[config.mk]
export PLATFORM = sky130hd
export DESIGN_NAME = drv_imp_cal
export DESIGN_NICKNAME = d
export VERILOG_FILES = /design/src/rtl/drvcal_pkg.sv /design/src/rtl/drvcal_timer.sv /design/src/rtl/drvcal_pwrup.sv /design/src/rtl/drvcal_code.sv /design/src/rtl/drv_imp_cal.sv
export SDC_FILE = /design/constraint.sdc
export NUM_CORES = 1
export LEC_CHECK = 0
export ABC_CLOCK_PERIOD_IN_PS = 2100
export CORE_MARGIN = 4
export CORE_UTILIZATION = 29
export DETAILED_ROUTE_END_ITERATION = 8
export DONT_BUFFER_PORTS = 1
export HOLD_SLACK_MARGIN = 0.03
export PLACE_DENSITY_LB_ADDON = 0.12
export SLEW_MARGIN = 40
export SYNTH_ARGS = -nofsm -noshare
export SYNTH_HDL_FRONTEND = slang
export SYNTH_HIERARCHICAL = 1
export SYNTH_SLANG_ARGS = --single-unit
[constraint.sdc]
create_clock -name clk -period 2.1 [get_ports clk]
set_input_delay 0 -clock clk [delete_from_list [all_inputs] [get_ports clk]]
set_output_delay 0 -clock clk [all_outputs]
set_load 0.005 [all_outputs]
[src/rtl/drvcal_pkg.sv]
package drvcal_pkg;
  localparam int CODE_W   = 5;
  localparam int CODE_MAX = (1 << CODE_W) - 1;
  typedef logic [CODE_W-1:0] code_t;

  // One step from cur toward tgt, clamped to the code range.
  function automatic code_t step_toward(input code_t cur, input code_t tgt);
    code_t r;
    r = cur;
    if (tgt > cur && cur != code_t'(CODE_MAX)) r = cur + code_t'(1);
    else if (tgt < cur && cur != code_t'(0))   r = cur - code_t'(1);
    return r;
  endfunction

  // Driver is off when any of the three sources is active.
  function automatic logic is_hiz(input logic wr, input logic ds, input logic oe);
    return wr | ds | oe;
  endfunction
endpackage

[src/rtl/drvcal_timer.sv]
module drvcal_timer #(
  parameter int PERIOD = 64
) (
  input  logic clk,
  input  logic rst_n,
  output logic tick
);
  localparam int CNT_W = (PERIOD > 1) ? $clog2(PERIOD) : 1;

  logic [CNT_W-1:0] cnt;

  assign tick = (cnt == CNT_W'(PERIOD - 1));

  always_ff @(posedge clk) begin
    if (!rst_n)    cnt <= '0;
    else if (tick) cnt <= '0;
    else           cnt <= cnt + 1'b1;
  end

  // evaluation strobe lasts a single cycle
  p_tick_single_r1: assert property (@(posedge clk) disable iff (!rst_n)
    tick |=> !tick);
endmodule

[src/rtl/drvcal_pwrup.sv]
module drvcal_pwrup #(
  parameter int SETTLE = 4096
) (
  input  logic clk,
  input  logic rst_n,
  input  logic hiz,
  output logic settled,
  output logic done
);
  localparam int PW_W = $clog2(SETTLE + 1);

  logic [PW_W-1:0] pw_cnt;
  logic            hiz_q;
  logic            hiz_rise;

  assign settled  = (pw_cnt == PW_W'(SETTLE));
  assign hiz_rise = hiz & ~hiz_q;

  always_ff @(posedge clk) begin
    if (!rst_n) begin
      pw_cnt <= '0;
      hiz_q  <= 1'b1;
      done   <= 1'b0;
    end else begin
      if (!settled) pw_cnt <= pw_cnt + 1'b1;
      hiz_q <= hiz;
      if (settled && hiz_rise) done <= 1'b1;
    end
  end

  // completion only after settling, on a driving-to-off change
  p_done_cause_r8: assert property (@(posedge clk) disable iff (!rst_n)
    $rose(done) |-> ($past(settled) && $past(hiz)));
  // completion flag is sticky
  p_done_sticky_r9: assert property (@(posedge clk) disable iff (!rst_n)
    done |=> done);
  p_settled_hold_r8: assert property (@(posedge clk) disable iff (!rst_n)
    settled |=> settled);
endmodule

[src/rtl/drvcal_code.sv]
module drvcal_code
  import drvcal_pkg::*;
#(
  parameter code_t RESET_CODE = code_t'(16)
) (
  input  logic  clk,
  input  logic  rst_n,
  input  logic  tick,
  input  logic  hiz,
  input  code_t tgt,
  output code_t code
);
  code_t pend;
  logic  pend_vld;
  code_t nxt;
  logic  do_apply;

  assign nxt      = step_toward(code, tgt);
  assign do_apply = ~tick & hiz & pend_vld;

  always_ff @(posedge clk) begin
    if (!rst_n) begin
      code     <= RESET_CODE;
      pend     <= RESET_CODE;
      pend_vld <= 1'b0;
    end else if (tick) begin
      pend     <= nxt;
      pend_vld <= (nxt != code);
    end else if (do_apply) begin
      code     <= pend;
      pend_vld <= 1'b0;
    end
  end

  // at most one step per edge, no wrap
  p_one_step_r2: assert property (@(posedge clk) disable iff (!rst_n)
    !$stable(code) |->
      (({1'b0, code} == {1'b0, $past(code)} + 6'd1) ||
       ({1'b0, code} + 6'd1 == {1'b0, $past(code)})));
  // changes only in an off-window
  p_hiz_only_r4: assert property (@(posedge clk) disable iff (!rst_n)
    !$stable(code) |-> $past(hiz));
  // never on an evaluation edge
  p_no_tick_apply_r6: assert property (@(posedge clk) disable iff (!rst_n)
    !$stable(code) |-> !$past(tick));
  // a prepared step differs by one from the code it was built on
  p_pend_step_r2: assert property (@(posedge clk) disable iff (!rst_n)
    ($past(tick) && pend_vld) |-> (pend != code));
endmodule

[src/rtl/drv_imp_cal.sv]
module drv_imp_cal
  import drvcal_pkg::*;
#(
  parameter int EVAL_PERIOD  = 64,
  parameter int PWRUP_CYCLES = 4096
) (
  input  logic              clk,
  input  logic              rst_n,
  input  logic [CODE_W-1:0] tgt_code,
  input  logic              wr_cyc,
  input  logic              desel_cyc,
  input  logic              oe_hi,
  output logic [CODE_W-1:0] drv_code,
  output logic              cal_done
);
  logic eval_tick;
  logic hiz;
  logic pw_settled;

  assign hiz = is_hiz(wr_cyc, desel_cyc, oe_hi);

  drvcal_timer #(.PERIOD(EVAL_PERIOD)) u_timer (
    .clk  (clk),
    .rst_n(rst_n),
    .tick (eval_tick)
  );

  drvcal_pwrup #(.SETTLE(PWRUP_CYCLES)) u_pwrup (
    .clk    (clk),
    .rst_n  (rst_n),
    .hiz    (hiz),
    .settled(pw_settled),
    .done   (cal_done)
  );

  drvcal_code u_code (
    .clk  (clk),
    .rst_n(rst_n),
    .tick (eval_tick),
    .hiz  (hiz),
    .tgt  (tgt_code),
    .code (drv_code)
  );

  // reset values visible at the ports
  p_reset_state_r7: assert property (@(posedge clk)
    $past(!rst_n) |-> (drv_code == code_t'(16) && !cal_done));
endmodule

Word-level counts from Yosys, hierarchy flattened
Index checks and enable logic that the tools add are counted.
{ "word_totals": {"reg_bits": 32} }
{ "classes": {"n_addsub": 4, "magnitude_cmp": 2, "n_eq_ne": 4, "mux": 4, "n_bitwise": 8, "reduce_logical": 7} }
{ "ops": {"columns": ["cell", "count"], "rows": [
  ["adder 13 x 1 -> 13 bit, second input constant", 1],
  ["equality test 13 bit, second input constant", 1],
  ["two-way mux 5 bit", 2],
  ["adder 6 x 1 -> 6 bit, second input constant", 1],
  ["equality test 6 bit, second input constant", 1],
  ["adder 5 x 1 -> 5 bit, second input constant", 1],
  ["> comparator 5 bit", 1],
  ["< comparator 5 bit", 1],
  ["inequality test 5 bit", 1],
  ["inequality test 5 bit, second input constant", 1],
  ["nonzero test 5 bit", 1],
  ["subtractor 5 x 1 -> 5 bit, second input constant", 1],
  ["bitwise AND 1 bit", 3],
  ["logical AND 1 bit", 3],
  ["inverter 1 bit", 3],
  ["two-way mux 1 bit", 2],
  ["OR 1 bit", 2],
  ["AND reduction 2 bit", 1],
  ["nonzero test 2 bit", 1],
  ["OR reduction 2 bit", 1]
]} }

Depth between registers and ports, before layout
Gate-level depths: netlist (run 1).
{ "logic_depth": {"depth_word": 6, "ltp_mapped": 9, "mapped_depth_nobuf": 8} }

By module
Netlist (run 1), hierarchy kept.
{ "by_module_without_submodules": {"columns": ["module", "n_inst", "cells_each", "area_each_um2"], "rows": [
  ["drvcal_code", 1, 95, 800.8],
  ["drvcal_pwrup", 1, 82, 706.9],
  ["drvcal_timer", 1, 25, 237.7],
  ["drv_imp_cal", 1, 1, 6.3]
]} }

Least setup slack after synthesis (run 1)
OpenSTA, ideal clock, no wires.
{ "synth_timing": {"path_type": "reg-to-reg", "from": "reg u_code.code[2]", "to": "reg u_code.pend[4]", "setup_time_ns": 0.079, "arrival_time_ns": 1.779, "required_time_ns": 2.021, "slack_ns": 0.242, "path_stages_with_launch": 8, "synth_period_minus_slack_ns": 1.858, "path_cell_list": "dfxtp_1 > inv_1 > ha_1 > a21oi_2 > o221ai_2 > or4_1 > and3_1 > o221ai_2"} }
{ "synth_via": {"elab_chain_cells": 4, "word_cells_on_any_way": 10, "classes_between": "add/sub: 2; order compare: 2; eq/ne: 1; mux: 2; reduce/logical: 3"} }
{ "synth_rtl": {"columns": ["element", "line_no", "text"], "rows": [
  ["from (decl)", "drvcal_code.sv:11", "output code_t code"],
  ["from (signal assigned)", "drvcal_code.sv:30", "code <= pend;"],
  ["< comparator 5 bit / nonzero test 5 bit (equally long branches)", "drvcal_pkg.sv:11", "else if (tgt < cur && cur != code_t'(0)) r = cur - code_t'(1);"],
  ["logical AND 1 bit", "drvcal_pkg.sv:11", null],
  ["two-way mux 5 bit", "drvcal_pkg.sv:11", null],
  ["two-way mux 5 bit *", "drvcal_pkg.sv:10", "if (tgt > cur && cur != code_t'(CODE_MAX)) r = cur + code_t'(1);"],
  ["to (signal assigned)", "drvcal_code.sv:27", "pend <= nxt;"],
  ["to (decl)", "drvcal_code.sv:13", "code_t pend;"]
]} }
Every way passes the cells marked *; elsewhere a longest branch is shown, timed or not.
A chain may end at the register's enable or synchronous reset.

Worst setup path after layout (run 1)
{ "layout_timing": {"from": "reg u_code.code[3]", "to": "reg u_code.pend[4]"} }
The elaborated chain is that of the path after synthesis.

==> results of run 1 <==
-- critical path, stage by stage, from the launching register on --
cell and delay (ps):
dfxtp_1 430, inv_1 110, ha_1 310, nand4_1 140
o221ai_2 160, or4_1 410, and3_1 170, o221ai_2 130
-- report_power, final --
group | switching, mW | internal, mW | leakage (nW) | total [mW]
sequential | 0.0114 | 0.617 | 0.259 | 0.628
clock | 0.225 | 0.352 | 0.0552 | 0.577
combinational | 0.0499 | 0.0351 | 0.470 | 0.0850
-- final cells by class --
class / instances / area, µm²
inverter: 18 / 67.56
tap: 72 / 90.09
timing repair buffer: 9 / 70.07
fill: 609 / 3671
sequential: 32 / 640.6
multi-input combinational: 149 / 1028
clock buffer: 6 / 72.57
clock inverter: 2 / 35.03
-- stage by stage --
| stage | cell area, µm² | hold WS (ps) | setup slack, ps | util |
|---|---|---|---|---|
| finish | 2004 | 36.96 | 167.3 | 0.3532 |
| floorplan | 1745 | 121.7 | 242.5 | - |
| global placement | 1869 | 74.28 | 206.7 | 0.3294 |
| CTS | 2007 | 31.31 | 127.6 | 0.3536 |
| detailed placement | 1869 | 76.71 | 144.0 | 0.3294 |
| global route | 2004 | 49.60 | 14.56 | 0.3532 |
-- worst paths after layout --
path,startpoint,to,slack [ps],depth (start not counted)
max,u_code/code[3]$_SDFFE_PN0P_,u_code/pend[4]$_SDFFE_PN1P_,170,7
max reg2reg,u_code/code[3]$_SDFFE_PN0P_,u_code/pend[4]$_SDFFE_PN1P_,170,7
min,rst_n,u_code/pend[3]$_SDFFE_PN0P_,40,3
min reg2reg,u_timer/cnt[0]$_SDFF_PP0_,u_timer/cnt[0]$_SDFF_PP0_,460,1
-- registers in the layout, summed over array words and instances, names as in the netlist --
name             count
u_code/code          5
u_code/pend          5
u_code/pend_vld      1
u_pwrup/done         1
u_pwrup/hiz_q        1
u_pwrup/pw_cnt      13
u_timer/cnt          6
-- what timing repair did --
| item | 4_1_cts | 5_1_grt |
|---|---|---|
| endpoints found under the hold margin | 29 | 0 |
| hold buffers | 3 | 0 |
| resized for setup | 0 | 1 |
| setup endpoints to repair | 0 | 2 |
-- layer usage --
metal | up-vias | global-route usage | share of wire
met1 | 684 | 0.1419 | 0.48
met5 | - | 0 | 0
li1 | 755 | - | -
met4 | 0 | 0.03453 | 0.0042
met3 | 2 | 0.03746 | 0.052
met2 | 26 | 0.1674 | 0.46
==> run_results.csv, run 1 <==
group,metric,value,unit
route,vias_per_cell,5.094,
floorplanning,rows,27,
route,drt-initial-drc-count,101,
global_routing,grt_max_degree,25,
setup_path,worstPathArrival,2140,ps
clock_tree,cts_buffers,5,
synthesis,yosysWarningCount,6,
sta,rsz0062_at_grt,"false",
global_routing,antenna_found_initial,0,
setup_path,start_kind,"flop",
clock_tree,cts_max_level,2,
sta,hold_violations,0,
sta,slew_headroom,0.7129,
route,drcViolationCount,0,
route,wl,3812,µm
power_and_ir_drop,power_density,643.7,mW/mm²
global_routing,first_global_vias,1403,
sta,fmax,0.5174,GHz
synthesis,syn_area_per_cell,8.641,µm²
placed_design,port_buffers,0,
floorplanning,ios,16,
power_and_ir_drop,p_leak,0.7839,nW
global_routing,gr-usage-all-layers,0.1085,
route,detail_route.wl_per_cell,13.24,µm
setup_path,cp_max_fo,5,
setup_path,cp.required,2310,ps
placed_design,hpwl,2865,µm
placed_design,gp_congestion,0.8496,
final_layout,post_route_cells_drive_above_1_share,0.1157,
route,ant_nets,0,
global_routing,grt_pass1_wl,6451,µm
placed_design,dp.cells,277,
sta,skew,6.476,ps
floorplanning,initial_core_util,0.3075,
floorplanning,chipWidth,85.58,µm
setup_path,path_class,"flop to flop",
clock_tree,cts_root_buffer,"clkbuf_8",
power_and_ir_drop,peakVddDrop,0.2870,mV
final_layout,nets,237,
sta,slew_violations,0,
floorplanning,die_h,85.58,µm
route,firstDrtPassIters,4,
global_routing,grt_remaining_overflow,0,
status,status,"finished clean",
clock_tree,post_cts_buffers,0,
clock_tree,cts_tree,"yes",
power_and_ir_drop,power,1.290,mW
final_layout,layout_common_cells,"32 x dfxtp_1, 20 x nand2_1, 16 x inv_1",
route,vias,1467,
synthesis,synth_nets,224,
clock_tree,clkSinkCount,32,
sta,worst_pin_slew,426.8,ps
clock_tree,clock_path_buffers,2,
floorplanning,core,0.005675,mm²
synthesis,syn_area,0.001745,mm²
sta,fin_crit_sh,0.9204,
final_layout,area_growth,14.84,%
sta,period_needed,1933,ps
clock_tree,insertion_delay,280,ps
hold_path,min_path_type,"input pin to flop",
floorplanning,die-area,0.007324,mm²
final_layout,antenna_cells,0,
final_layout,final_common_cell,"dfxtp_1",
synthesis,netlist_instances,202,
job,maxCapViolations,0,
final_layout,final_cells,288,
setup_path,crit_path_end_kind,"flop",
clock_tree,cts.clk_slew.worst_paths,70,ps
sta,finalSetupTns,0,ps
sta,final-setup-viol-count,0,
Power figures use the tool's default switching activity.
==> inputs of run 2 (changes only) <==
- CORE_UTILIZATION: 29 -> 45
- PLACE_DENSITY: not set -> 0.65
- PLACE_DENSITY_LB_ADDON: 0.12 -> not set
- SETUP_SLACK_MARGIN: not set -> 0.3
==> run 2 against run 1 <==
  * Via count rose by 2.2%
  * Sequential power about the same
  * Power shrank 5.1%
==> run_results.csv, run 2 (synthesized netlist as in run 1, its figures left out) <==
group,metric,value,unit
status,status,"finished clean",
clock_tree,cts_tree,"yes",
floorplanning,core,0.003716,mm²
global_routing,antenna_found_initial,0,
clock_tree,cts_max_level,2,
floorplanning,die_h,70.28,µm
floorplanning,initial_core_util,0.4697,
final_layout,fillers,325,
sta,finalWorstSetupSlack,226.5,ps
global_routing,grtUsageMet1,0.1807,
sta,fmax,0.5338,GHz
clock_tree,cts_buffers,5,
global_routing,met2_usage,0.2599,
placed_design,place_ws,137.9,ps
setup_path,path_class,"flop to flop",
final_layout,largest_reg_flops,13,
route,firstDrtPassIters,4,
clock_tree,clock_path_buffers,2,
placed_design,port_buffers,0,
hold_path,min_from,"oe_hi",
route,ant_nets,0,
route,detail_route.wl_per_cell,15.06,µm
sta,finalSetupTns,0,ps
setup_path,worstPathArrival,2060,ps
route,vias,1500,
hold_path,min_path_type,"input pin to flop",
clock_tree,cts_root_buffer,"clkbuf_8",
sta,slew_headroom,0.7273,
sta,period_needed,1873,ps
sta,final-setup-viol-count,0,
sta,hold_violations,0,
power_and_ir_drop,peakVddDrop,0.3204,mV
sta,worst_pin_slew,409.1,ps
final_layout,largest_register,"u_pwrup/pw_cnt",
setup_path,cp.required,2280,ps
sta,skew,7.060,ps
power_and_ir_drop,p_leak,0.7901,nW
final_layout,seq_area,650.6,µm²
global_routing,grtUsageMet3,0.03885,
final_layout,multi_input_area,0.001116,mm²
final_layout,reg_top3,"u_pwrup/pw_cnt (13), u_timer/cnt (6)",
floorplanning,rows,22,
sta,rsz0062_at_grt,"true",
floorplanning,ios,16,
job,maxCapViolations,0,
final_layout,layout_common_cells,"28 x dfxtp_1, 20 x nand2_1, 13 x inv_1",
placed_design,gp_congestion,0.8327,
floorplanning,chipWidth,70.28,µm
final_layout,area_growth,17.06,%
global_routing,first_global_vias,1443,
setup_path,cp_max_fo,6,
setup_path,crit_path_end_kind,"flop",
power_and_ir_drop,power_density,599.1,mW/mm²
floorplanning,die-area,0.004939,mm²
route,drcViolationCount,0,
final_layout,antenna_cells,0,
global_routing,grt_remaining_overflow,0,
route,drt-initial-drc-count,128,
setup_path,crit_path_start,"u_code/code[2]$_SDFFE_PN0P_",
route,vias_per_cell,5.725,
sta,slew_violations,0,
final_layout,nets,235,
clock_tree,cts.clk_slew.worst_paths,70,ps
setup_path,start_kind,"flop",
route,wl,3945,µm
clock_tree,clkSinkCount,32,
clock_tree,insertion_delay,290,ps
global_routing,grt_max_degree,26,
final_layout,post_route_cells_drive_above_1_share,0.2009,
final_layout,final_common_cell,"dfxtp_1",
global_routing,gr-usage-all-layers,0.1609,
global_routing,grt_pass1_wl,6361,µm
global_routing,busiest_layer,"met2",
setup_path,r2r-start,"u_code/code[2]$_SDFFE_PN0P_",
placed_design,hpwl,2622,µm
sta,fin_crit_sh,0.8921,
## run 2: final cells by class
cell class	instances	area share
Clock inverter	2	0.004899
Clock buffer	6	0.04042
Tap cell	48	0.02939
Inverter	18	0.03429
Multi-Input combinational cell	149	0.5462
Timing Repair Buffer	7	0.02633
Sequential cell	32	0.3184
## run 2: worst paths after layout
path / endpoint / depth (start not counted) / slack [ps]
setup / recovery: u_code/pend[2]$_SDFFE_PN0P_ / 8 / 230
hold / removal: u_pwrup/hiz_q$_SDFF_PN1_ / 2 / 40
setup reg to reg: u_code/pend[2]$_SDFFE_PN0P_ / 8 / 230
hold reg to reg: u_timer/cnt[0]$_SDFF_PP0_ / 1 / 470
## run 2: routing by layer
layer | part of all wire | wire length (µm) | vias to the layer above
met5 | 0 | 0 | -
met4 | 0.025 | 97 | 0
met3 | 0.036 | 141 | 10
met2 | 0.49 | 1949 | 30
met1 | 0.45 | 1756 | 705
li1 | - | - | 755
## run 2: what timing repair did
action	CTS	global route
resized for setup	10	15
hold endpoints to repair	30	0
hold buffers	1	0
pin swaps	5	2
buffers inserted	0	2
endpoints found under the setup margin	10	10
## run 2: power breakdown
group	internal (mW)	switching (mW)	total [mW]
sequential	0.614	0.0113	0.626
combinational	0.0463	0.0591	0.105
clock	0.261	0.232	0.493
## run 2: per-stage QoR
stage	total power [mW]	hold WS [ps]	area, µm²	util	cells
after global placement	0.7120	72.12	1826	0.4912	251
after CTS	1.223	31.51	1978	0.5323	260
after global routing	1.270	64.24	2043	0.5498	262
after floorplan	0.7025	121.7	1747	-	202
final	1.224	44.56	2043	0.5498	262
after detailed placement	0.7174	73.20	1826	0.4912	251
## run 2: critical path, cell delays in order (launching register included)
cell and delay, ps:
dfxtp_4 400, inv_4 50, ha_4 280, nand4_1 190, o221ai_4 340, buf_6 140, a32oi_2 60, xnor2_1 140
a22o_1 170
